$ cat src/rtl/ata_pio_pkg.sv
// Shared types for the PIO cycle engine.
// Assumes: nothing beyond IEEE 1800-2017.
package ata_pio_pkg;
    typedef enum logic [1:0] {
        PH_IDLE    = 2'd0,
        PH_SETUP   = 2'd1,
        PH_STROBE  = 2'd2,
        PH_RECOVER = 2'd3
    } pio_phase_e;
endpackage

$ cat src/rtl/ata_pio_decode.sv
// Maps the latched register address onto the two chip selects and the
// device address lines. Outputs are negated while the engine is idle.
// Assumes: the address's top bit selects the control block (select line 1).
module ata_pio_decode #(
    parameter int AW = 4
) (
    input  logic [AW-1:0] addr_q,
    input  logic          active,
    output logic [1:0]    cs_n,
    output logic [AW-2:0] da
);
    localparam int DAW = AW - 1;

    // one select line per generate instance, low when its block is addressed
    for (genvar g = 0; g < 2; g++) begin : g_cs
        assign cs_n[g] = !(active && (addr_q[AW-1] == g[0]));
    end

    // low address bits go straight to the bus while active
    assign da = active ? addr_q[DAW-1:0] : '0;
endmodule

$ cat src/rtl/ata_pio_status.sv
// Sticky done flag with write-one-to-clear; a set on the same edge wins.
// Assumes: clr_done is a single-clock pulse from the register interface.
module ata_pio_status (
    input  logic clk,
    input  logic rst_n,
    input  logic word_end,
    input  logic clr_done,
    output logic done
);
    // hold the flag, clear on request, set at each word end
    always_ff @(posedge clk) begin
        if (!rst_n)
            done <= 1'b0;
        else
            done <= (done && !clr_done) || word_end;
    end
endmodule

$ cat src/rtl/ata_pio_seq.sv
// Phase sequencer: setup, strobe (optionally ready-stretched) and recovery
// per word, repeated for the requested word count. Captures read data when
// the strobe negates and tracks the write data hold window.
// Assumes: timing fields are stable for the whole transfer.
module ata_pio_seq
    import ata_pio_pkg::*;
#(
    parameter int TW          = 8,
    parameter int DW          = 16,
    parameter int LW          = 8,
    parameter int AW          = 4,
    parameter int SYNC_STAGES = 2
) (
    input  logic          clk,
    input  logic          rst_n,
    input  logic          start,
    input  logic          addr_ok,
    input  logic [AW-1:0] addr,
    input  logic          dir_in,
    input  logic [DW-1:0] wdata,
    input  logic          use_dat,
    input  logic [LW-1:0] len,
    input  logic [TW-1:0] t_setup,
    input  logic [TW-1:0] t_hold,
    input  logic [TW-1:0] reg_pw,
    input  logic [TW-1:0] reg_rec,
    input  logic [TW-1:0] dat_pw,
    input  logic [TW-1:0] dat_rec,
    input  logic          iordy_en,
    input  logic          iordy,
    input  logic [DW-1:0] dd_in,
    output pio_phase_e    phase,
    output logic [AW-1:0] addr_q,
    output logic          dir_q,
    output logic [DW-1:0] wdata_q,
    output logic [DW-1:0] rdata,
    output logic          hold_on,
    output logic          word_end
);
    logic [TW-1:0] cnt;
    logic [TW-1:0] hold_cnt;
    logic [LW-1:0] words_left;
    logic          dat_q;
    logic          ready_s;
    logic [TW-1:0] pw_sel;
    logic [TW-1:0] rec_load;

    // field value N gives N clocks; zero behaves as one
    function automatic logic [TW-1:0] span(input logic [TW-1:0] v);
        return (v == '0) ? '0 : v - TW'(1);
    endfunction

    // ready line: synchronizer depth chosen by parameter
    if (SYNC_STAGES > 0) begin : g_sync
        logic [SYNC_STAGES-1:0] sr;
        // shift the raw ready line through the synchronizer
        always_ff @(posedge clk) begin
            if (!rst_n)
                sr <= '1;
            else
                sr <= (sr << 1) | SYNC_STAGES'(iordy);
        end
        assign ready_s = sr[SYNC_STAGES-1];
    end else begin : g_direct
        assign ready_s = iordy;
    end

    // timing set selection and recovery length max(recovery, hold)
    always_comb begin
        pw_sel   = dat_q ? dat_pw : reg_pw;
        rec_load = (span(dat_q ? dat_rec : reg_rec) >= span(t_hold))
                   ? span(dat_q ? dat_rec : reg_rec) : span(t_hold);
    end

    assign word_end = (phase == PH_RECOVER) && (cnt == '0);
    assign hold_on  = (phase == PH_RECOVER) && (hold_cnt != '0);

    // phase machine, counters and request latches
    always_ff @(posedge clk) begin
        if (!rst_n) begin
            phase      <= PH_IDLE;
            cnt        <= '0;
            hold_cnt   <= '0;
            words_left <= '0;
            addr_q     <= '0;
            dir_q      <= 1'b0;
            dat_q      <= 1'b0;
            wdata_q    <= '0;
            rdata      <= '0;
        end else begin
            unique case (phase)
                PH_IDLE: begin
                    if (start && addr_ok) begin
                        phase      <= PH_SETUP;
                        cnt        <= span(t_setup);
                        addr_q     <= addr;
                        dir_q      <= dir_in;
                        dat_q      <= use_dat;
                        wdata_q    <= wdata;
                        words_left <= (len == '0) ? '0 : len - LW'(1);
                    end
                end
                PH_SETUP: begin
                    if (cnt == '0) begin
                        phase <= PH_STROBE;
                        cnt   <= span(pw_sel);
                    end else begin
                        cnt <= cnt - TW'(1);
                    end
                end
                PH_STROBE: begin
                    if (cnt != '0) begin
                        cnt <= cnt - TW'(1);
                    end else if (!iordy_en || ready_s) begin
                        phase    <= PH_RECOVER;
                        cnt      <= rec_load;
                        hold_cnt <= t_hold;
                        if (!dir_q)
                            rdata <= dd_in;
                    end
                end
                PH_RECOVER: begin
                    if (hold_cnt != '0)
                        hold_cnt <= hold_cnt - TW'(1);
                    if (cnt != '0) begin
                        cnt <= cnt - TW'(1);
                    end else if (words_left != '0) begin
                        words_left <= words_left - LW'(1);
                        phase      <= PH_SETUP;
                        cnt        <= span(t_setup);
                        wdata_q    <= wdata;
                    end else begin
                        phase <= PH_IDLE;
                    end
                end
                default: phase <= PH_IDLE;
            endcase
        end
    end
endmodule

$ cat src/rtl/ata_pio_engine.sv
// Top of the PIO cycle engine: accepts a launch request, runs the phase
// sequencer, decodes the bus address and drives strobes and data enable.
// Assumes: iordy is asynchronous (synchronized inside); dd_in is stable
// around the read strobe's negation.
module ata_pio_engine
    import ata_pio_pkg::*;
#(
    parameter int TW          = 8,
    parameter int DW          = 16,
    parameter int LW          = 8,
    parameter int AW          = 4,
    parameter int SYNC_STAGES = 2
) (
    input  logic          clk,
    input  logic          rst_n,
    input  logic [AW-1:0] reg_addr,
    input  logic          wr_dir,
    input  logic [DW-1:0] tx_data,
    input  logic          start,
    input  logic          use_data_tim,
    input  logic [LW-1:0] xfer_len,
    input  logic [TW-1:0] tim_setup,
    input  logic [TW-1:0] tim_hold,
    input  logic [TW-1:0] reg_pulse,
    input  logic [TW-1:0] reg_recover,
    input  logic [TW-1:0] dat_pulse,
    input  logic [TW-1:0] dat_recover,
    input  logic          iordy_en,
    input  logic          iordy,
    input  logic          clr_done,
    input  logic          hw_reset,
    input  logic [DW-1:0] dd_in,
    output logic [1:0]    cs_n,
    output logic [AW-2:0] da,
    output logic          dior_n,
    output logic          diow_n,
    output logic [DW-1:0] dd_out,
    output logic          dd_oe,
    output logic          ata_reset_n,
    output logic [DW-1:0] rx_data,
    output logic          busy,
    output logic          done
);
    pio_phase_e    phase;
    logic [AW-1:0] addr_q;
    logic          dir_q;
    logic          hold_on;
    logic          word_end;
    logic          strobe_on;

    ata_pio_seq #(
        .TW(TW), .DW(DW), .LW(LW), .AW(AW), .SYNC_STAGES(SYNC_STAGES)
    ) u_seq (
        .clk      (clk),
        .rst_n    (rst_n),
        .start    (start),
        .addr_ok  (reg_addr != '0),
        .addr     (reg_addr),
        .dir_in   (wr_dir),
        .wdata    (tx_data),
        .use_dat  (use_data_tim),
        .len      (xfer_len),
        .t_setup  (tim_setup),
        .t_hold   (tim_hold),
        .reg_pw   (reg_pulse),
        .reg_rec  (reg_recover),
        .dat_pw   (dat_pulse),
        .dat_rec  (dat_recover),
        .iordy_en (iordy_en),
        .iordy    (iordy),
        .dd_in    (dd_in),
        .phase    (phase),
        .addr_q   (addr_q),
        .dir_q    (dir_q),
        .wdata_q  (dd_out),
        .rdata    (rx_data),
        .hold_on  (hold_on),
        .word_end (word_end)
    );

    ata_pio_decode #(.AW(AW)) u_dec (
        .addr_q (addr_q),
        .active (busy),
        .cs_n   (cs_n),
        .da     (da)
    );

    ata_pio_status u_stat (
        .clk      (clk),
        .rst_n    (rst_n),
        .word_end (word_end),
        .clr_done (clr_done),
        .done     (done)
    );

    // bus-side strobes and data enable from the current phase
    always_comb begin
        busy      = (phase != PH_IDLE);
        strobe_on = (phase == PH_STROBE);
        diow_n    = !(strobe_on && dir_q);
        dior_n    = !(strobe_on && !dir_q);
        dd_oe     = dir_q && ((phase == PH_SETUP) || strobe_on || hold_on);
    end

    // device reset pin follows the control bit directly
    assign ata_reset_n = !hw_reset;
endmodule

$ cat config.mk
export PLATFORM = sky130hd
export DESIGN_NAME = ata_pio_engine
export DESIGN_NICKNAME = d
export VERILOG_FILES = /design/src/rtl/ata_pio_pkg.sv /design/src/rtl/ata_pio_decode.sv /design/src/rtl/ata_pio_status.sv /design/src/rtl/ata_pio_seq.sv /design/src/rtl/ata_pio_engine.sv
export SDC_FILE = /design/constraint.sdc
export NUM_CORES = 1
export LEC_CHECK = 0
export BUFFER_PORTS_ARGS = -buffer_cell sky130_fd_sc_hd__buf_2
export CAP_MARGIN = 20
export CORE_MARGIN = 2
export CORE_UTILIZATION = 48
export CTS_CLUSTER_DIAMETER = 200
export DETAILED_ROUTE_END_ITERATION = 8
export PLACE_DENSITY = 0.78
export SETUP_SLACK_MARGIN = 0.1
export SYNTH_ARGS = -nofsm -noshare
export SYNTH_HDL_FRONTEND = slang
export SYNTH_SLANG_ARGS = --single-unit
$ cat constraint.sdc
create_clock -name clk -period 3.6 [get_ports clk]
set_input_delay 0.72 -clock clk [delete_from_list [all_inputs] [get_ports clk]]
set_output_delay 0.72 -clock clk [all_outputs]
set_load 0.01 [all_outputs]
# Word-level counts from Yosys, hierarchy flattened
# Cells that the tools add are included.
# op_classes
add_sub_neg	8
magnitude_cmp	1
n_eq_ne	12
n_mux	35
n_bitwise	4
n_reduce_logical	41
# ops
cell	n
8-bit two-way mux	20
8-bit by 1-bit subtractor with 8-bit output, second input constant	8
8-bit logical NOT	6
16-bit two-way mux	3
16-bit one-hot mux with 2 select lines	1
8-bit one-hot mux with 2 select lines	2
8-bit one-hot mux with 4 select lines	1
8-bit nonzero test	3
4-bit AND reduction	3
2-bit two-way mux	5
1-bit logical AND	9
8-bit >= comparator	1
1-bit logical NOT	8
2-bit != test, second input constant	4
2-bit one-hot mux with 4 select lines	1
2-bit by 1-bit != test with 1-bit output, second input constant	3
2-bit nonzero test	3
5-bit AND reduction	1
2-bit == test, second input constant	2
1-bit logical OR	4
4-bit nonzero test	1
3-bit two-way mux	1
3-bit by 1-bit != test with 1-bit output, second input constant	1
3-bit != test, second input constant	1
7 further kinds	9
# totals
register_bits	67
inputBits	101
output_inout_bits	43
wordCells	112

# Longest topological paths before layout
# Gate-level depths: netlist (run 1).
# depth
word_depth	8
depth_mapped	16
mapped_depth_nobuf	13

# By module
# A second synthesis (run 1) with hierarchy kept.
# hier_totals
hier_cells	619
hier_area_um2	4812.1
# modules_own_cells
module	n_inst	cells_per_inst	area_per_inst_um2	seq_area_each_um2
ata_pio_seq	1	601	4677.0	1321.3
ata_pio_engine	1	10	65.1	0.0
ata_pio_status	1	3	41.3	20.0
ata_pio_decode	1	5	28.8	0.0

# Worst setup path after synthesis (run 1)
# Ideal clock, no wire load.
# synth_path
path_kind	register to register
from	register u_seq.dat_q
to	register u_seq.cnt[0]
setup_ps	136
t_arrival_ps	3438
required_ps	3464
setup_slack_ps	27
stages_incl_launch_ff	17
path_buffers	4
period_less_slack_ps	3573
cell_sequence	dfxtp_1 > buf_2 > buf_2 > buf_2 > buf_2 > mux2i_1 > ha_1 > o21ai_0 > nor2_1 > nor2_1 > ha_1 > a21oi_1 > o21ai_0 > a21oi_1 > nor2_1 > o311ai_0 > a31oi_1
# synth_via
elab_chain_cells	8
word_cells_on_any_way	14
cone_classes	add/sub: 2; order compare: 1; mux: 9; reduce/logical: 2
# synth_rtl
element	line	source
start, declared	ata_pio_seq.sv:43	logic dat_q;
start signal, assigned	ata_pio_seq.sv:98	dat_q <= use_dat;
8-bit two-way mux	ata_pio_seq.sv:71, ata_pio_seq.sv:72	
8-bit by 1-bit subtractor with 8-bit output or 8-bit logical NOT (tied branches)	ata_pio_seq.sv:50	return (v == '0) ? '0 : v - TW'(1);
8-bit two-way mux	ata_pio_seq.sv:50	
8-bit >= comparator	ata_pio_seq.sv:71	rec_load = (span(dat_q ? dat_rec : reg_rec) >= span(t_hold))
8-bit two-way mux	ata_pio_seq.sv:72	? span(dat_q ? dat_rec : reg_rec) : span(t_hold);
8-bit two-way mux	ata_pio_seq.sv:114	end else if (!iordy_en || ready_s) begin
8-bit two-way mux	ata_pio_seq.sv:112	if (cnt != '0) begin
8-bit one-hot mux with 4 select lines (*)	ata_pio_seq.sv:91	unique case (phase)
end signal, assigned	ata_pio_seq.sv:95	cnt <= span(t_setup);
end signal, assigned	ata_pio_seq.sv:113	cnt <= cnt - TW'(1);
end signal, assigned	ata_pio_seq.sv:116	cnt <= rec_load;
end, declared	ata_pio_seq.sv:40	logic [TW-1:0] cnt;
# Mark *: on every way between the ends. The rest lies on a longest branch, timed or not. The select of a mux whose other input is x is not followed.
# A chain may end at the register's enable or synchronous reset.

# Worst setup path in the final report (run 1)
# layout_path
from	input tim_hold[4]
to	register u_seq.cnt[2]
# layout_via
elab_chain_cells	7
word_cells_on_any_way	8
cone_classes	add/sub: 1; order compare: 1; mux: 5; reduce/logical: 1
# layout_rtl
element	line	source
start, declared	ata_pio_engine.sv:23	input logic [TW-1:0] tim_hold,
8-bit by 1-bit subtractor with 8-bit output or 8-bit logical NOT (tied branches)	ata_pio_seq.sv:50	
8-bit two-way mux (*)	ata_pio_seq.sv:50	
8-bit >= comparator	ata_pio_seq.sv:71	
8-bit two-way mux (*)	ata_pio_seq.sv:72	
8-bit two-way mux (*)	ata_pio_seq.sv:114	
8-bit two-way mux (*)	ata_pio_seq.sv:112	
8-bit one-hot mux with 4 select lines (*)	ata_pio_seq.sv:91	
# Marks and branches as above.

==> reports/qor.yml, run 1 <==
cts_buffers: 9
synth_common_cells: "nor2_1, dfxtp_1, mux2i_1"
portBuffers: 143
finalHoldViolations: 0
dr.pass1.iters: 5
grt_pass1_vias: 4801
grt_overflow: 0
viasPerCell: 5.76
gr-usage-all-layers: 0.242
regArea_sq_um: 1350
htreeDepth: 3
n_antenna_cell: 0
chipWidth_um: 105
crit_arrival_ps: 3590
clockPowerShare: 0.156
cts_buffer_depth: 2
path_cells: "buf_2 > or4_1 > buf_4 > o31ai_2 > ha_1 > a211oi_1 > o21ai_0 > a21o_1 > a211oi_1 > o221ai_1 > a22o_1"
ant_nets: 0
worst_pin_slew_ps: 944
worstPathRequired_ps: 3850
wl_per_cell_um: 15.5
crit_path_top_delay_cell: "or4_1"
setup_viol: 0
synth_area_leaders: "dfxtp_1, mux2i_1, ha_1, nor2_1, a21oi_1"
cts_tree: "built"
endpoint_kind: "flip-flop"
die_area_sq_um: 11000
ys.flop_type: "dfxtp_1"
dpl-instance-area_sq_um: 5760
design_area_sq_um: 5990
syn_inst: 602
clk_pin_slew_ps: 80
yosysSeqAreaShare: 0.275
worstSkewPairLatency_ps: 350
row_count: 36
grt_start_max_net_pins: 55
relSlewSlack: 0.370
fin_crit_sh: 0.927
syn_avg_cell_area_sq_um: 8.10
ff2ff_path_depth: 11
synth_top_area_share: 0.275
pwr-share-comb: 0.566
wirelength_um: 13700
syn_area_sq_um: 4880
start_kind: "primary input"
fin_skew_ps: 11.1
setup_tns_ps: 0
finalNetCount: 873
synth_seq_cells: 67
sw_frac_of_total: 0.454
num_vias: 5090
drt-initial-drc-count: 344
yosys.area.top_type: "dfxtp_1"
area.growth.synth_to_final_pct: 22.9
peakVddDrop_uv: 439
rsz0062_at_grt: "no"
slowest_delay_ps: 570
path_class: "primary input to flip-flop"
coreArea_sq_um: 9820
maxCapViolCount: 0
hold_depth: 1
synth_most_common_cell: "nor2_1"
reg2reg_slack_ps: 360
final_layout_size_suffix_gt1_frac: 0.277
async_flop_share: 0
root_buffer: "clkbuf_8"
grt_pass1_wl_um: 22200
num_io_pins: 144
yosysWarnings: 0
drc: 0
stdcell_count: 884
crit_top_cell: "a211oi_1"
cp_max_fo: 7
fill_cells: 925
tritoncts_num_sinks: 67
antenna_found_initial: 0
power_density_nw_per_um2: 679
status: "complete, no violations"
multi_input_area_sq_um: 3340
die_y_um: 105
gp_congestion: 0.908
post_synth_num_cell_types: 70
p_seq_frac: 0.278
initial_core_util: 0.497
synth_nets: 729
p_leak_uw: 0.00270
dp.cells: 866
dpl.hpwl_um: 10500
min_period_ps: 3340
synth_edf_count: 0
final_util: 0.610
hold_path_class: "flip-flop to flip-flop"
timing.final.max_slew_violations: 0
max_clock_freq_mhz: 300
switching_power_uw: 1850
internal-power_uw: 2220
cells in the final DEF, fill, tap and decap left out, types with 4 or more instances in the layout:
cell type	Yosys	final
o21ai_1	5	6
mux2i_1	53	53
a21oi_1	36	35
o21a_1	7	7
nor2_1	72	71
mux2_2	5	5
nand2b_1	14	14
a31oi_1	5	5
or3_1	6	6
nor4b_1	5	4
a211oi_1	6	6
o31ai_1	8	8
xor2_1	7	7
nor3b_1	6	6
or4_1	4	4
nor4_1	10	9
o211ai_1	10	10
clkbuf_8	0	9
nand3_1	11	11
xnor2_1	14	14
nor2b_1	7	7
buf_4	0	17
a21oi_2	4	5
o21ai_0	30	29
nor3_1	20	20
inv_1	25	25
ha_1	26	26
o221ai_1	6	6
dfxtp_1	67	66
a22oi_1	7	7
buf_2	11	143
or2_2	5	5
nand2_1	37	37
a21o_1	4	4
o22ai_1	4	4
cell families (layout without fill, tap and decap cells):
group	Yosys count	in the layout	share of synthesized area
adders and majority gates	26	26	0.0667
xor gates and xnor gates	21	21	0.0377
and+or+nand+nor	216	216	0.230
muxes	58	58	0.120
buffers and inverters	54	203	0.0459
DFF	67	67	0.275
AOI/OAI and AO/OA	160	160	0.224
cell type report:
class | instances | area share
clock inverter | 7 | 0.0125
inverter | 27 | 0.0169
timing repair buffer | 160 | 0.141
multi-input combinational | 481 | 0.557
sequential | 67 | 0.224
clock buffer | 9 | 0.0207
tap | 133 | 0.0278
final timing paths:
| check | endpoint | startpoint |
|---|---|---|
| min | u_seq.g_sync.sr[1] | u_seq.g_sync.sr[0] |
| max | u_seq.cnt[2] | tim_hold[4] |
| min reg2reg | u_seq.g_sync.sr[1] | u_seq.g_sync.sr[0] |
| max reg2reg | u_seq.cnt[2] | u_seq.dat_q |
power by group through the flow:
stage / registers [uW] / clock network (uW) / logic (uW)
after CTS: 1120 / 645 / 2270
after floorplan: 1130 / 0 / 1650
after global routing: 1160 / 676 / 2530
after detailed placement: 1140 / 0 / 2250
after global placement: 1120 / 0 / 2200
final: 1130 / 635 / 2300
per-stage QoR:
| stage | worst slack, ps | hold slack (ps) | power [uW] |
|---|---|---|---|
| 6_report | 263 | 459 | 4070 |
| 5_1_grt | 119 | 484 | 4360 |
| 4_1_cts | 234 | 460 | 4040 |
| 3_5_place_dp | -113 | 436 | 3390 |
| 3_3_place_gp | 74.5 | 426 | 3330 |
| 2_1_floorplan | 147 | 386 | 2780 |
critical path: cells and delay by family:
| kind | cells | cell delay (ps) |
|---|---|---|
| AOI/OAI and AO/OA | 7 | 1690 |
| buffers and inverters | 2 | 300 |
| and+or+nand+nor | 1 | 570 |
| adders and majority gates | 1 | 300 |
state kept, by name, indices dropped and copies added (netlist names), 2 cells and up:
signal,cells
u_seq.cnt,8
u_seq.rdata,16
u_seq.g_sync.sr,2
u_seq.phase,2
u_seq.hold_cnt,8
u_seq.words_left,8
u_seq.wdata_q,16
u_seq.addr_q,4
layer usage:
layer	part of all wire	global-route usage	routed length (um)	vias up
met2	0.48	0.406	6610	188
met3	0.068	0.0555	930	17
met4	0.015	0.0638	199	0
met5	0	0	0	-
li1	-	-	-	2496
met1	0.43	0.313	5950	2389
timing repair:
action / CTS / global route
hold buffers: 0 / 0
buffers inserted: 0 / 2
gates cloned: 0 / 0
endpoints found under the setup margin: 1 / 7
resized for setup: 1 / 4
endpoints found under the hold margin: 0 / 0
Power figures use the tool's default switching activity.
==> inputs of run 2 (changes only) <==
--- a/config.mk
+++ b/config.mk
@@ -5,9 +5,10 @@
 export SDC_FILE = /design/constraint.sdc
 export NUM_CORES = 1
 export LEC_CHECK = 0
+export ABC_CLOCK_PERIOD_IN_PS = 3600
 export BUFFER_PORTS_ARGS = -buffer_cell sky130_fd_sc_hd__buf_2
 export CAP_MARGIN = 20
-export CORE_MARGIN = 2
+export CORE_MARGIN = 5
 export CORE_UTILIZATION = 48
 export CTS_CLUSTER_DIAMETER = 200
 export DETAILED_ROUTE_END_ITERATION = 8
==> run 2 against run 1 <==
Effect of this change: via count fell by 0.24%; routed wire length increased by 2.9%; critical endpoint unchanged; clock power fell by 1%; worst setup slack better by 55 ps; global-route usage down 2.3 points; hold slack lost 39 ps; sequential power is essentially flat; die area up 12%; critical path depth is 1 higher.
==> reports/qor.yml, run 2 (synthesis gave the netlist of run 1 again) <==
status: "complete, no violations"
sw_frac_of_total: 0.447  # -0.00649
n_antenna_cell: 0  # unchanged
worst_pin_slew_ps: 919  # -25.3 ps
final_layout_size_suffix_gt1_frac: 0.272  # -0.00521
area.growth.synth_to_final_pct: 22.4
ant_nets: 0  # unchanged
crit_family: "compound AO/OA/AOI/OAI gates"
internal-power_uw: 2260  # +1.5%
setup_tns_ps: 0  # unchanged
hold_buffers: 0  # unchanged
path_cells: "buf_2 > nor4b_1 > o21bai_1 > nor2_1 > mux2i_1 > ha_1 > a21oi_1 > o21ai_0 > a21o_1 > a211oi_1 > o221ai_1 > a22o_1"
portBuffers: 143  # unchanged
num_vias: 5078  # -0.24%
num_io_pins: 144  # unchanged
max_clock_freq_mhz: 305  # +1.7%
clk_pin_slew_ps: 80  # about the same
hold_ws_ps: 420  # -39.2 ps
p_seq_frac: 0.277  # about the same
path_class: "primary input to flip-flop"
dpl.hpwl_um: 10900  # +4.4%
mostFrequentLayoutCells: "buf_2, nor2_1, dfxtp_1, mux2i_1, nand2_1"
grt_pass1_vias: 4913  # +2.3%
crit_arrival_ps: 3530  # -60 ps
cts_buffer_depth: 2  # unchanged
endpoint_kind: "flip-flop"
dr.pass1.iters: 5  # unchanged
pwr-share-comb: 0.570  # +0.004
drt-initial-drc-count: 313  # -9.0%
final_common_cell: "buf_2"
grt_pass1_wl_um: 23000  # +3.5%
wl_per_cell_um: 16.0  # +3.4%
final_util: 0.605  # -0.00532
htreeDepth: 3  # unchanged
row_count: 36  # unchanged
setup_viol: 0  # unchanged
drc: 0  # unchanged
finalHoldViolations: 0  # unchanged
slowest_delay_ps: 450  # -120 ps
grt_start_max_net_pins: 55  # unchanged
die_area_sq_um: 12300  # +12%
fin_crit_sh: 0.912  # -0.0152
initial_core_util: 0.494  # -0.00227
fin_skew_ps: 10.5  # -0.613 ps
cts_buffers: 9  # unchanged
clockPowerShare: 0.153  # -0.003
cts_tree: "built"
crit_path_top_delay_cell: "nor4b_1"
hold_path_class: "flip-flop to flip-flop"
die_y_um: 111  # +5.7%
chipWidth_um: 111  # +5.7%
power_density_nw_per_um2: 684  # +0.76%
root_buffer: "clkbuf_8"
viasPerCell: 5.77  # +0.22%
gp_congestion: 0.945  # +4.1%
reg_top3: "u_seq.rdata: 16 flops, u_seq.wdata_q: 16 flops"
rsz0062_at_grt: "no"
relSlewSlack: 0.387  # +0.0169
cp_max_fo: 5  # -2
wirelength_um: 14100  # +2.9%
start_kind: "primary input"
crit_buf_inv: 1  # -1
antenna_found_initial: 0  # unchanged
grt_overflow: 0  # unchanged
timing.final.max_slew_violations: 0  # unchanged
coreArea_sq_um: 9860  # +0.46%
gr-usage-all-layers: 0.219  # -0.0229
maxCapViolCount: 0  # unchanged
min_period_ps: 3280  # -54.6 ps
peakVddDrop_uv: 425  # -3.3%
dpl-instance-area_sq_um: 5750  # -0.30%
finalNetCount: 869  # -0.46%
worstPathRequired_ps: 3850  # about the same
switching_power_uw: 1820  # -1.1%
tritoncts_num_sinks: 67  # unchanged
design_area_sq_um: 5970  # -0.42%
p_leak_uw: 0.00270  # -0.29%
worstSkewPairLatency_ps: 350  # about the same
[run 2: cell count changes in the layout (fill, tap and decap cells not counted), moves of 2 or more]
cell	previous run	this run
inv_6	2	0
clkinvlp_4	3	1
clkinv_2	1	3
buf_4	17	12
[run 2: area by class of cell]
class,instances,area [sq um]
clock buffers,11,141
clock inverters,5,52.6
fillers,892,3900
inverters,27,101
multi-input cells,481,3340
flip-flops and latches,67,1350
well taps,133,166
repair buffers,156,826
[run 2: stage by stage]
stage | setup slack [ps] | power, uW | cells
finish | 318 | 4080 | 880
global route | 154 | 4390 | 880
CTS | 249 | 4060 | 878
detailed placement | -64.3 | 3420 | 862
global placement | 52.9 | 3360 | 862
floorplan | 147 | 2780 | 602
[run 2: worst paths after layout]
path	to	slack (ps)	depth (start not counted)	start
setup / recovery	u_seq.cnt[2]	320	12	dat_recover[3]
hold / removal	u_seq.g_sync.sr[1]	420	1	u_seq.g_sync.sr[0]
setup reg to reg	u_seq.cnt[2]	320	11	u_seq.dat_q
hold reg to reg	u_seq.g_sync.sr[1]	420	1	u_seq.g_sync.sr[0]
[run 2: timing repair]
| item | in CTS | in global routing |
|---|---|---|
| pin swaps | 0 | 1 |
| gates resized for setup | 1 | 3 |
| endpoints found under the setup margin | 2 | 3 |
| buffers inserted | 0 | 2 |
[run 2: per-layer routing]
| layer | vias up | GRT usage | share of wire |
|---|---|---|---|
| met5 | - | 0 | 0 |
| met4 | 0 | 0.0714 | 0.018 |
| met3 | 27 | 0.0480 | 0.073 |
| met1 | 2363 | 0.278 | 0.43 |
| met2 | 193 | 0.371 | 0.48 |
| li1 | 2495 | - | - |
[run 2: power by group through the flow]
stage / Combinational (uW) / Clock (uW) / Sequential [uW]
after floorplan: 1650 / 0 / 1130
after global placement: 2230 / 0 / 1130
after detailed placement: 2280 / 0 / 1130
after CTS: 2300 / 640 / 1120
after global routing: 2560 / 671 / 1160
final: 2330 / 626 / 1130
[run 2: worst register-to-register path: cells and delay by family (launching register included)]
kind / cells / cell delay (ps)
AO/OA/AOI/OAI: 8 / 1860
adder cells (fa/ha/maj): 2 / 540
flip-flops: 1 / 470
multiplexers: 1 / 310
